--- config.mk ---
export PLATFORM = sky130hd
export DESIGN_NAME = cmpFlagUnit
export DESIGN_NICKNAME = d
export VERILOG_FILES = /design/src/rtl/cmpPkg.sv /design/src/rtl/cmpCtrl.sv /design/src/rtl/cmpDatapath.sv /design/src/rtl/cmpFlagUnit.sv
export SDC_FILE = /design/constraint.sdc
export NUM_CORES = 1
export LEC_CHECK = 0
export ABC_AREA = 1
export ABC_CLOCK_PERIOD_IN_PS = 5720
export BUFFER_PORTS_ARGS = -buffer_cell sky130_fd_sc_hd__buf_2
export CAP_MARGIN = 10
export CORE_ASPECT_RATIO = 0.75
export CORE_UTILIZATION = 29
export DETAILED_ROUTE_END_ITERATION = 8
export PLACE_DENSITY = 0.54
export SLEW_MARGIN = 25
export SYNTH_ARGS = -nofsm -noshare
export SYNTH_HDL_FRONTEND = slang
export SYNTH_SLANG_ARGS = --single-unit
--- constraint.sdc ---
create_clock -name clk -period 5.72 [get_ports clk]
set_input_delay 0.286 -clock clk [delete_from_list [all_inputs] [get_ports clk]]
set_output_delay 0.286 -clock clk [all_outputs]
set_load 0.1 [all_outputs]
--- src/rtl/cmpPkg.sv ---
package cmpPkg;
  typedef enum logic [3:0] {
    OP_EQ    = 4'd0,
    OP_HS    = 4'd1,
    OP_GE    = 4'd2,
    OP_HI    = 4'd3,
    OP_GT    = 4'd4,
    OP_PZ    = 4'd5,
    OP_PL    = 4'd6,
    OP_STR   = 4'd7,
    OP_TST   = 4'd8,
    OP_DIVS  = 4'd9,
    OP_DIVU  = 4'd10
  } cmpOp_e;

  localparam int SEL_N = 9;
  localparam int SEL_EQ = 0, SEL_HS = 1, SEL_GE = 2, SEL_HI = 3, SEL_GT = 4;
  localparam int SEL_PZ = 5, SEL_PL = 6, SEL_STR = 7, SEL_TST = 8;

  typedef struct packed {
    logic             immSel;
    logic [SEL_N-1:0] pick;
    logic             divSigned;
    logic             divClear;
    logic             known;
  } cmpStrobe_t;
endpackage

--- src/rtl/cmpCtrl.sv ---
module cmpCtrl
  import cmpPkg::*;
(
  input  logic [3:0]  opCode,
  input  logic        useImm,
  output cmpStrobe_t  strobe
);
  always_comb begin
    strobe = '0;
    strobe.known = 1'b1;
    case (opCode)
      OP_EQ:   begin strobe.pick[SEL_EQ]  = 1'b1; strobe.immSel = useImm; end
      OP_HS:   strobe.pick[SEL_HS]  = 1'b1;
      OP_GE:   strobe.pick[SEL_GE]  = 1'b1;
      OP_HI:   strobe.pick[SEL_HI]  = 1'b1;
      OP_GT:   strobe.pick[SEL_GT]  = 1'b1;
      OP_PZ:   strobe.pick[SEL_PZ]  = 1'b1;
      OP_PL:   strobe.pick[SEL_PL]  = 1'b1;
      OP_STR:  strobe.pick[SEL_STR] = 1'b1;
      OP_TST:  begin strobe.pick[SEL_TST] = 1'b1; strobe.immSel = useImm; end
      OP_DIVS: strobe.divSigned = 1'b1;
      OP_DIVU: strobe.divClear  = 1'b1;
      default: strobe.known = 1'b0;
    endcase
  end
endmodule

--- src/rtl/cmpDatapath.sv ---
module cmpDatapath
  import cmpPkg::*;
#(
  parameter int DATA_W = 32,
  parameter int IMM_W  = 8,
  parameter int LANE_W = 8
) (
  input  cmpStrobe_t         strobe,
  input  logic [DATA_W-1:0]  rnVal,
  input  logic [DATA_W-1:0]  rmVal,
  input  logic [IMM_W-1:0]   immVal,
  input  logic               tIn,
  output logic               tNext,
  output logic               qNext,
  output logic               mNext
);
  localparam int LANES = DATA_W / LANE_W;

  logic [DATA_W-1:0] opB;
  logic [LANES-1:0]  laneHit;
  logic [SEL_N-1:0]  flags;

  assign opB = strobe.immSel ? {{(DATA_W-IMM_W){immVal[IMM_W-1]}}, immVal} : rmVal;

  for (genvar g = 0; g < LANES; g++) begin : gLane
    assign laneHit[g] = rnVal[g*LANE_W +: LANE_W] == rmVal[g*LANE_W +: LANE_W];
  end

  always_comb begin
    flags          = '0;
    flags[SEL_EQ]  = rnVal == opB;
    flags[SEL_HS]  = rnVal >= opB;
    flags[SEL_HI]  = rnVal > opB;
    flags[SEL_GE]  = $signed(rnVal) >= $signed(opB);
    flags[SEL_GT]  = $signed(rnVal) > $signed(opB);
    flags[SEL_PZ]  = !rnVal[DATA_W-1];
    flags[SEL_PL]  = !rnVal[DATA_W-1] && (rnVal != '0);
    flags[SEL_STR] = |laneHit;
    flags[SEL_TST] = (rnVal & opB) == '0;
  end

  always_comb begin
    qNext = strobe.divSigned & rnVal[DATA_W-1];
    mNext = strobe.divSigned & rmVal[DATA_W-1];
    if (strobe.divSigned)     tNext = rnVal[DATA_W-1] ^ rmVal[DATA_W-1];
    else if (strobe.divClear) tNext = 1'b0;
    else if (strobe.known)    tNext = |(flags & strobe.pick);
    else                      tNext = tIn;
  end
endmodule

--- src/rtl/cmpFlagUnit.sv ---
module cmpFlagUnit
  import cmpPkg::*;
#(
  parameter int DATA_W = 32,
  parameter int IMM_W  = 8,
  parameter int LANE_W = 8
) (
  input  logic              clk,
  input  logic              rstN,
  input  logic              opValid,
  input  logic [3:0]        opCode,
  input  logic              useImm,
  input  logic [DATA_W-1:0] rnVal,
  input  logic [DATA_W-1:0] rmVal,
  input  logic [IMM_W-1:0]  immVal,
  input  logic              tIn,
  output logic              tOut,
  output logic              qOut,
  output logic              mOut,
  output logic              qWe,
  output logic              mWe,
  output logic              invalidOp,
  output logic              resValid
);
  cmpStrobe_t strobe;
  logic tNext, qNext, mNext;

  cmpCtrl i_ctrl (.opCode(opCode), .useImm(useImm), .strobe(strobe));

  cmpDatapath #(.DATA_W(DATA_W), .IMM_W(IMM_W), .LANE_W(LANE_W)) i_dp (
    .strobe(strobe), .rnVal(rnVal), .rmVal(rmVal), .immVal(immVal),
    .tIn(tIn), .tNext(tNext), .qNext(qNext), .mNext(mNext)
  );

  always_ff @(posedge clk) begin
    if (!rstN) begin
      tOut <= 1'b0; qOut <= 1'b0; mOut <= 1'b0;
      qWe <= 1'b0; mWe <= 1'b0; invalidOp <= 1'b0; resValid <= 1'b0;
    end else begin
      resValid <= opValid;
      if (opValid) begin
        tOut      <= tNext;
        qOut      <= qNext;
        mOut      <= mNext;
        qWe       <= strobe.divSigned | strobe.divClear;
        mWe       <= strobe.divSigned | strobe.divClear;
        invalidOp <= !strobe.known;
      end else begin
        qWe       <= 1'b0;
        mWe       <= 1'b0;
        invalidOp <= 1'b0;
      end
    end
  end
endmodule

==> impl_metrics.toml, run 1 <==
[die]
rows = 29
start_util_pct = 30.3
io_pins = 88
die_area_um2 = 9280
die_w_um = 111
core_um2 = 8530
fp.dieH_um = 83.7

[layout]
postLayoutCoreUtil_pct = 37.4
drive_gt1_share_pct = 23.1
syn_to_final_growth_pct = 23.8
final_cells = 602
n_antenna_cell = 0
final_common_cell = "buf_2"
final_cell_mix = "buf_2, inv_1, ha_1"
nets = 641

[clocking]
cts_root_buffer = "clkbuf_16"
cts_tree = "yes"
cts_post_setup_buffers_inserted = 0
numCtsBuffers = 3
htree_num_levels = 1
cts_max_path_buffers = 2
clkTransAtPathRegs_ps = 30
clkLatencyLatePin_ps = 230
cts_resized = 0
cts_sinks = 6
holdBufCountCts = 0

[setup_path]
r2r_slack_ps = 5060
cp-start-kind = "input pin"
criticalPathCategory = "in2reg"
worst-path-max-fanout = 26
arrival_ps = 3420
critPathCaptureType = "register"
worstPathRequired_ps = 5830

[global_routing]
first_global_vias = 2551
gr-total-overflow = 0
antenna_found_initial = 0
grt_usage_pct = 14.5
grt_max_degree = 27
grt_pass1_wl_mm = 11.3

[routing]
avgRoutedWirePerCell_um = 11.2
wl_mm = 6.75
viasPerCell = 4.48
postRouteAntennaNets = 0
vias = 2695
drt_iter0_drc = 104
firstDrtPassIters = 4
drc = 0

[timing]
skew_ps = 0
clock.fmax_ghz = 0.302
setup_violations = 0
slew_headroom_pct = 49.9
maxSlewViolCount = 0
setup-tns-final_ps = 0
min_period_ps = 3310
min_period_over_period_pct = 57.8
rsz0062_at_grt = "false"
hold_viol = 0
tightest_slew_ps = 751

[status]
status = "finished clean"

[place]
finalWeightedCongestion = 0.841
dp_hpwl_mm = 5.98
dp_cells = 599
io_buffers = 87

[yosys]
ys_types = 33
syn-mean-instance-area_um2 = 6.28
ys.flop_type = "dfxtp_1"
synth_warnings = 0
async_reset_ff_share_pct = 0
seq_area_frac_synth_pct = 4.66
synthesis.area_um2 = 2580
synth_edf_count = 0
synth_cells = 411
synth_nets = 556
ys_seq_elements = 6

[flow_run]
drv_cap = 0

[pwr]
p_leak_nw = 1.77
powerDensity_nw_per_um2 = 117
ir_drop_mv = 0.170

[hold_path]
min_path_type = "in2reg"
==> Yosys cell counts, types with 2 or more instances <==
cell / instances / area (µm²)
nor2_2: 5 / 31.3
a21oi_1: 17 / 85.1
nor4_1: 3 / 18.8
nand4_1: 9 / 56.3
a21oi_2: 2 / 17.5
inv_2: 11 / 41.3
xnor2_1: 26 / 228
nor3_1: 5 / 25.0
nor2_1: 61 / 229
nand3_1: 13 / 65.1
nand2_2: 3 / 18.8
o21bai_1: 3 / 22.5
o21ai_0: 27 / 135
ha_1: 64 / 801
o21ai_1: 14 / 70.1
clkbuf_1: 3 / 11.3
buf_2: 2 / 10.0
inv_1: 66 / 248
nand2_1: 56 / 210
xor2_1: 3 / 26.3
dfxtp_1: 6 / 120
==> final timing paths <==
check	start	endpoint	depth (start not counted)
setup / recovery	opCode[0]	tOut	21
hold / removal	opValid	mOut	2
setup reg to reg	tOut	tOut	2
hold reg to reg	tOut	tOut	2
==> registers in the layout, indices dropped and copies added (netlist names) <==
| name | flops |
|---|---|
| invalidOp | 1 |
| mOut | 1 |
| mWe | 1 |
| qOut | 1 |
| resValid | 1 |
| tOut | 1 |
==> where the power goes <==
group,internal (mW),switching (mW)
Clock,0.0897,0.0230
Sequential,0.0442,0.000628
Combinational,0.0863,0.129
Total,0.220,0.152
==> metrics by stage <==
stage / power [mW] / setup WS (ps) / area [µm²] / hold WS (ps)
floorplan: 0.185 / 3100 / 2580 / 379
global placement: 0.259 / 2200 / 3120 / 507
detailed placement: 0.261 / 2120 / 3120 / 522
CTS: 0.378 / 2340 / 3190 / 322
global route: 0.408 / 1920 / 3190 / 354
finish: 0.372 / 2410 / 3190 / 328
==> cell type report <==
| cell class | instances | area (µm²) |
|---|---|---|
| well taps | 108 | 135 |
| repair buffers | 87 | 435 |
| clock buffers | 3 | 75.1 |
| multi-input cells | 321 | 2140 |
| fillers | 926 | 5330 |
| flip-flops and latches | 6 | 120 |
| inverters | 77 | 289 |
==> worst max-delay path: stages <==
cell and delay [ps]:
buf_2 140, nor2_2 140, nand3_1 390, inv_1 730
o21ai_0 240, inv_1 110, ha_1 260, nor2_2 130
nand2_2 90, nor2_4 130, nand2_2 70, nor3_4 150
nand2_1 110, nand2_1 70, nand2_1 40, nand3_1 60
nand2_1 50, nand2_1 50, nand2_1 50, nand2_1 70
a21oi_2 40
==> routing by layer <==
metal / part of all wire (%) / wire (µm) / track usage, % / vias up
met1: 54 / 3670 / 22.2 / 1153
met4: 0.40 / 27 / 2.18 / 0
met5: 0 / 0 / 0 / -
li1: - / - / - / 1471
met2: 41 / 2740 / 22.0 / 67
met3: 4.7 / 315 / 1.23 / 4
==> kinds of logic (layout without fill, tap and decap cells) <==
| logic type | Yosys count | after routing | share of synthesized area (%) |
|---|---|---|---|
| DFF | 6 | 6 | 4.66 |
| xor gates and xnor gates | 29 | 29 | 9.85 |
| and+or+nand+nor | 161 | 161 | 27.9 |
| buffers and inverters | 84 | 167 | 12.5 |
| adders and majority gates | 64 | 64 | 31.0 |
| AOI/OAI and AO/OA | 67 | 67 | 14.1 |
(Power assumes the default switching activity.)
==> run 2: changes to the inputs <==
--- a/config.mk
+++ b/config.mk
@@ -5,8 +5,8 @@
 export SDC_FILE = /design/constraint.sdc
 export NUM_CORES = 1
 export LEC_CHECK = 0
-export ABC_AREA = 1
-export ABC_CLOCK_PERIOD_IN_PS = 5720
+export ABC_AREA = 0
+export ABC_CLOCK_PERIOD_IN_PS = 3100
 export BUFFER_PORTS_ARGS = -buffer_cell sky130_fd_sc_hd__buf_2
 export CAP_MARGIN = 10
 export CORE_ASPECT_RATIO = 0.75
==> constraint.sdc (replaced) <==
create_clock -name clk -period 3.1 [get_ports clk]
set_input_delay 0.155 -clock clk [delete_from_list [all_inputs] [get_ports clk]]
set_output_delay 0.155 -clock clk [all_outputs]
set_load 0.1 [all_outputs]
==> run 2 against run 1 <==
Synthesized cell count decreased by 14%. Cell count decreased by 8.6%. Final area about the same. Wire length increased by 11%. First-iteration DRC count decreased by 15%. Register-to-register slack got worse by 2600 ps. Clock power increased by 88%. Sequential power increased by 82%. Clock-buffer cell count unchanged. Non-clock buffer count increased by 8. Synthesized area decreased by 2.4%. Critical path type unchanged. Critical endpoint unchanged. Largest cell class unchanged. Highest routed layer unchanged.
==> impl_metrics.toml, run 2 <==
[hold_path]
min_path_type = "in2reg"

[die]
fp.dieH_um = 82.7
die_w_um = 110
rows = 29
die_area_um2 = 9060
io_pins = 88
core_um2 = 8450
start_util_pct = 29.8

[place]
dp_hpwl_mm = 6.49
io_buffers = 87
finalWeightedCongestion = 0.826
dp_slack_ps = 90.5
dp_cells = 547
dpl_cell_area_um2 = 3120

[pwr]
powerDensity_nw_per_um2 = 213
ir_drop_mv = 0.164
p_leak_nw = 1.82
power.total_mw = 0.681

[timing]
hold_viol = 0
rsz0062_at_grt = "false"
tightest_slew_ps = 485
maxSlewViolCount = 0
setup-tns-final_ps = 0
clock.fmax_ghz = 0.367
setup_violations = 0
min_period_over_period_pct = 87.9
setup_slack_ps = 374
min_period_ps = 2730
timing.hold.ws_ps = 212
skew_ps = 0
slew_headroom_pct = 67.9

[global_routing]
grt_usage_pct = 17.0
antenna_found_initial = 0
grt_max_degree = 33
gr-total-overflow = 0
grt_pass1_wl_mm = 12.0
first_global_vias = 2540

[setup_path]
crit_chain = "buf_2, nor2_1, nand3b_1, inv_2, nand2_1, buf_4, nand2_1, ha_1, or4_4, nand4b_4, nor3_4, or4bb_1, a32oi_1, o31ai_1, a21oi_1"
cp_slowest_stage_delay_ps = 550
critPathCaptureType = "register"
worstPathRequired_ps = 3220
cp_slowest_cell = "or4_4"
cp-start-kind = "input pin"
arrival_ps = 2840
worst-path-max-fanout = 25
cpMostUsedCell = "nand2_1"
criticalPathCategory = "in2reg"

[layout]
ff_latch_area_um2 = 120
n_antenna_cell = 0
final_cells = 550
final_cell_mix = "buf_2, nand2_1, ha_1"
multi_input_area_um2 = 2180
fin_area_um2 = 3190
nets = 589
syn_to_final_growth_pct = 26.9
postLayoutCoreUtil_pct = 37.8
nFillCells = 918
drive_gt1_share_pct = 24.2
final_common_cell = "buf_2"

[yosys]
ys_types = 44
seq_area_frac_synth_pct = 4.77
yosys-top-cells-area = "ha_1, nand2_1, inv_1"
synth_warnings = 0
synth_nets = 498
yosysMostFrequentCell = "nand2_1"
ys.flop_type = "dfxtp_1"
ys_seq_elements = 6
yosysTopAreaCell = "ha_1"
synth_edf_count = 0
synthesis.area_um2 = 2520
synthTopCellsByCount = "nand2_1, ha_1, inv_1"
synth_top_area_share_pct = 31.8
syn-mean-instance-area_um2 = 7.13
async_reset_ff_share_pct = 0
synth_cells = 353

[clocking]
htree_num_levels = 1
cts_root_buffer = "clkbuf_16"
cts_tree = "yes"
cts_post_setup_buffers_inserted = 0
cts_max_path_buffers = 2
cts_sinks = 6
clkTransAtPathRegs_ps = 40
cts_resized = 0
numCtsBuffers = 3
clkLatencyLatePin_ps = 230
holdBufCountCts = 0

[routing]
avgRoutedWirePerCell_um = 13.6
wl_mm = 7.47
viasPerCell = 4.81
drc = 0
firstDrtPassIters = 4
drt_iter0_drc = 88
postRouteAntennaNets = 0
vias = 2648

[status]
status = "finished clean"

[flow_run]
drv_cap = 0
## run 2: cell types whose count changed after synthesis, moves of 10 or more
cell,previous run,this run
nor2_1,61,12
inv_1,66,45
o21ai_0,27,6
nor4_1,3,23
nand2_1,56,75
xor2_1,3,18
xnor2_1,26,14
o21ai_1,14,3
inv_2,11,1
## run 2: metal layers
metal / global-route usage [%] / routed length (µm) / vias up
met2: 28.5 / 3240 / 87
met3: 0.549 / 448 / 2
li1: - / - / 1380
met5: 0 / 0 / -
met4: 2.53 / 19 / 0
met1: 24.6 / 3770 / 1179
## run 2: path summary, 6_finish.rpt
kind | start | endpoint | slack, ps | cells after the start
worst max-delay path | opCode[0] | tOut | 370 | 15
worst min-delay path | rstN | mOut | 210 | 2
worst max register to register | tOut | tOut | 2420 | 2
worst min register to register | mOut | mOut | 480 | 2
## run 2: layout make-up
class	count	area share (%)
multi-input cells	292	68.4
repair buffers	95	15.9
inverters	46	5.41
well taps	108	4.23
flip-flops and latches	6	3.76
clock buffers	3	2.35
## run 2: worst max-delay path: cells and delay by family
family / cells / cell delay (ps)
compound gates: 3 / 420
fa+ha+maj: 1 / 240
buf+inv: 3 / 410
simple gates: 8 / 1610
## run 2: power by group
part / switching, mW / internal (mW)
registers: 0.00121 / 0.0803
logic: 0.228 / 0.159
clock network: 0.0472 / 0.166
## run 2: logic make-up (layout without fill, tap and decap cells)
| family | Yosys count | count (layout) | share of synthesized area, % |
|---|---|---|---|
| adders and majority gates | 64 | 64 | 31.8 |
| buffers and inverters | 55 | 144 | 8.50 |
| AOI/OAI and AO/OA | 49 | 49 | 13.1 |
| and+or+nand+nor | 147 | 147 | 30.7 |
| xor gates and xnor gates | 32 | 32 | 11.1 |
| DFF | 6 | 6 | 4.77 |
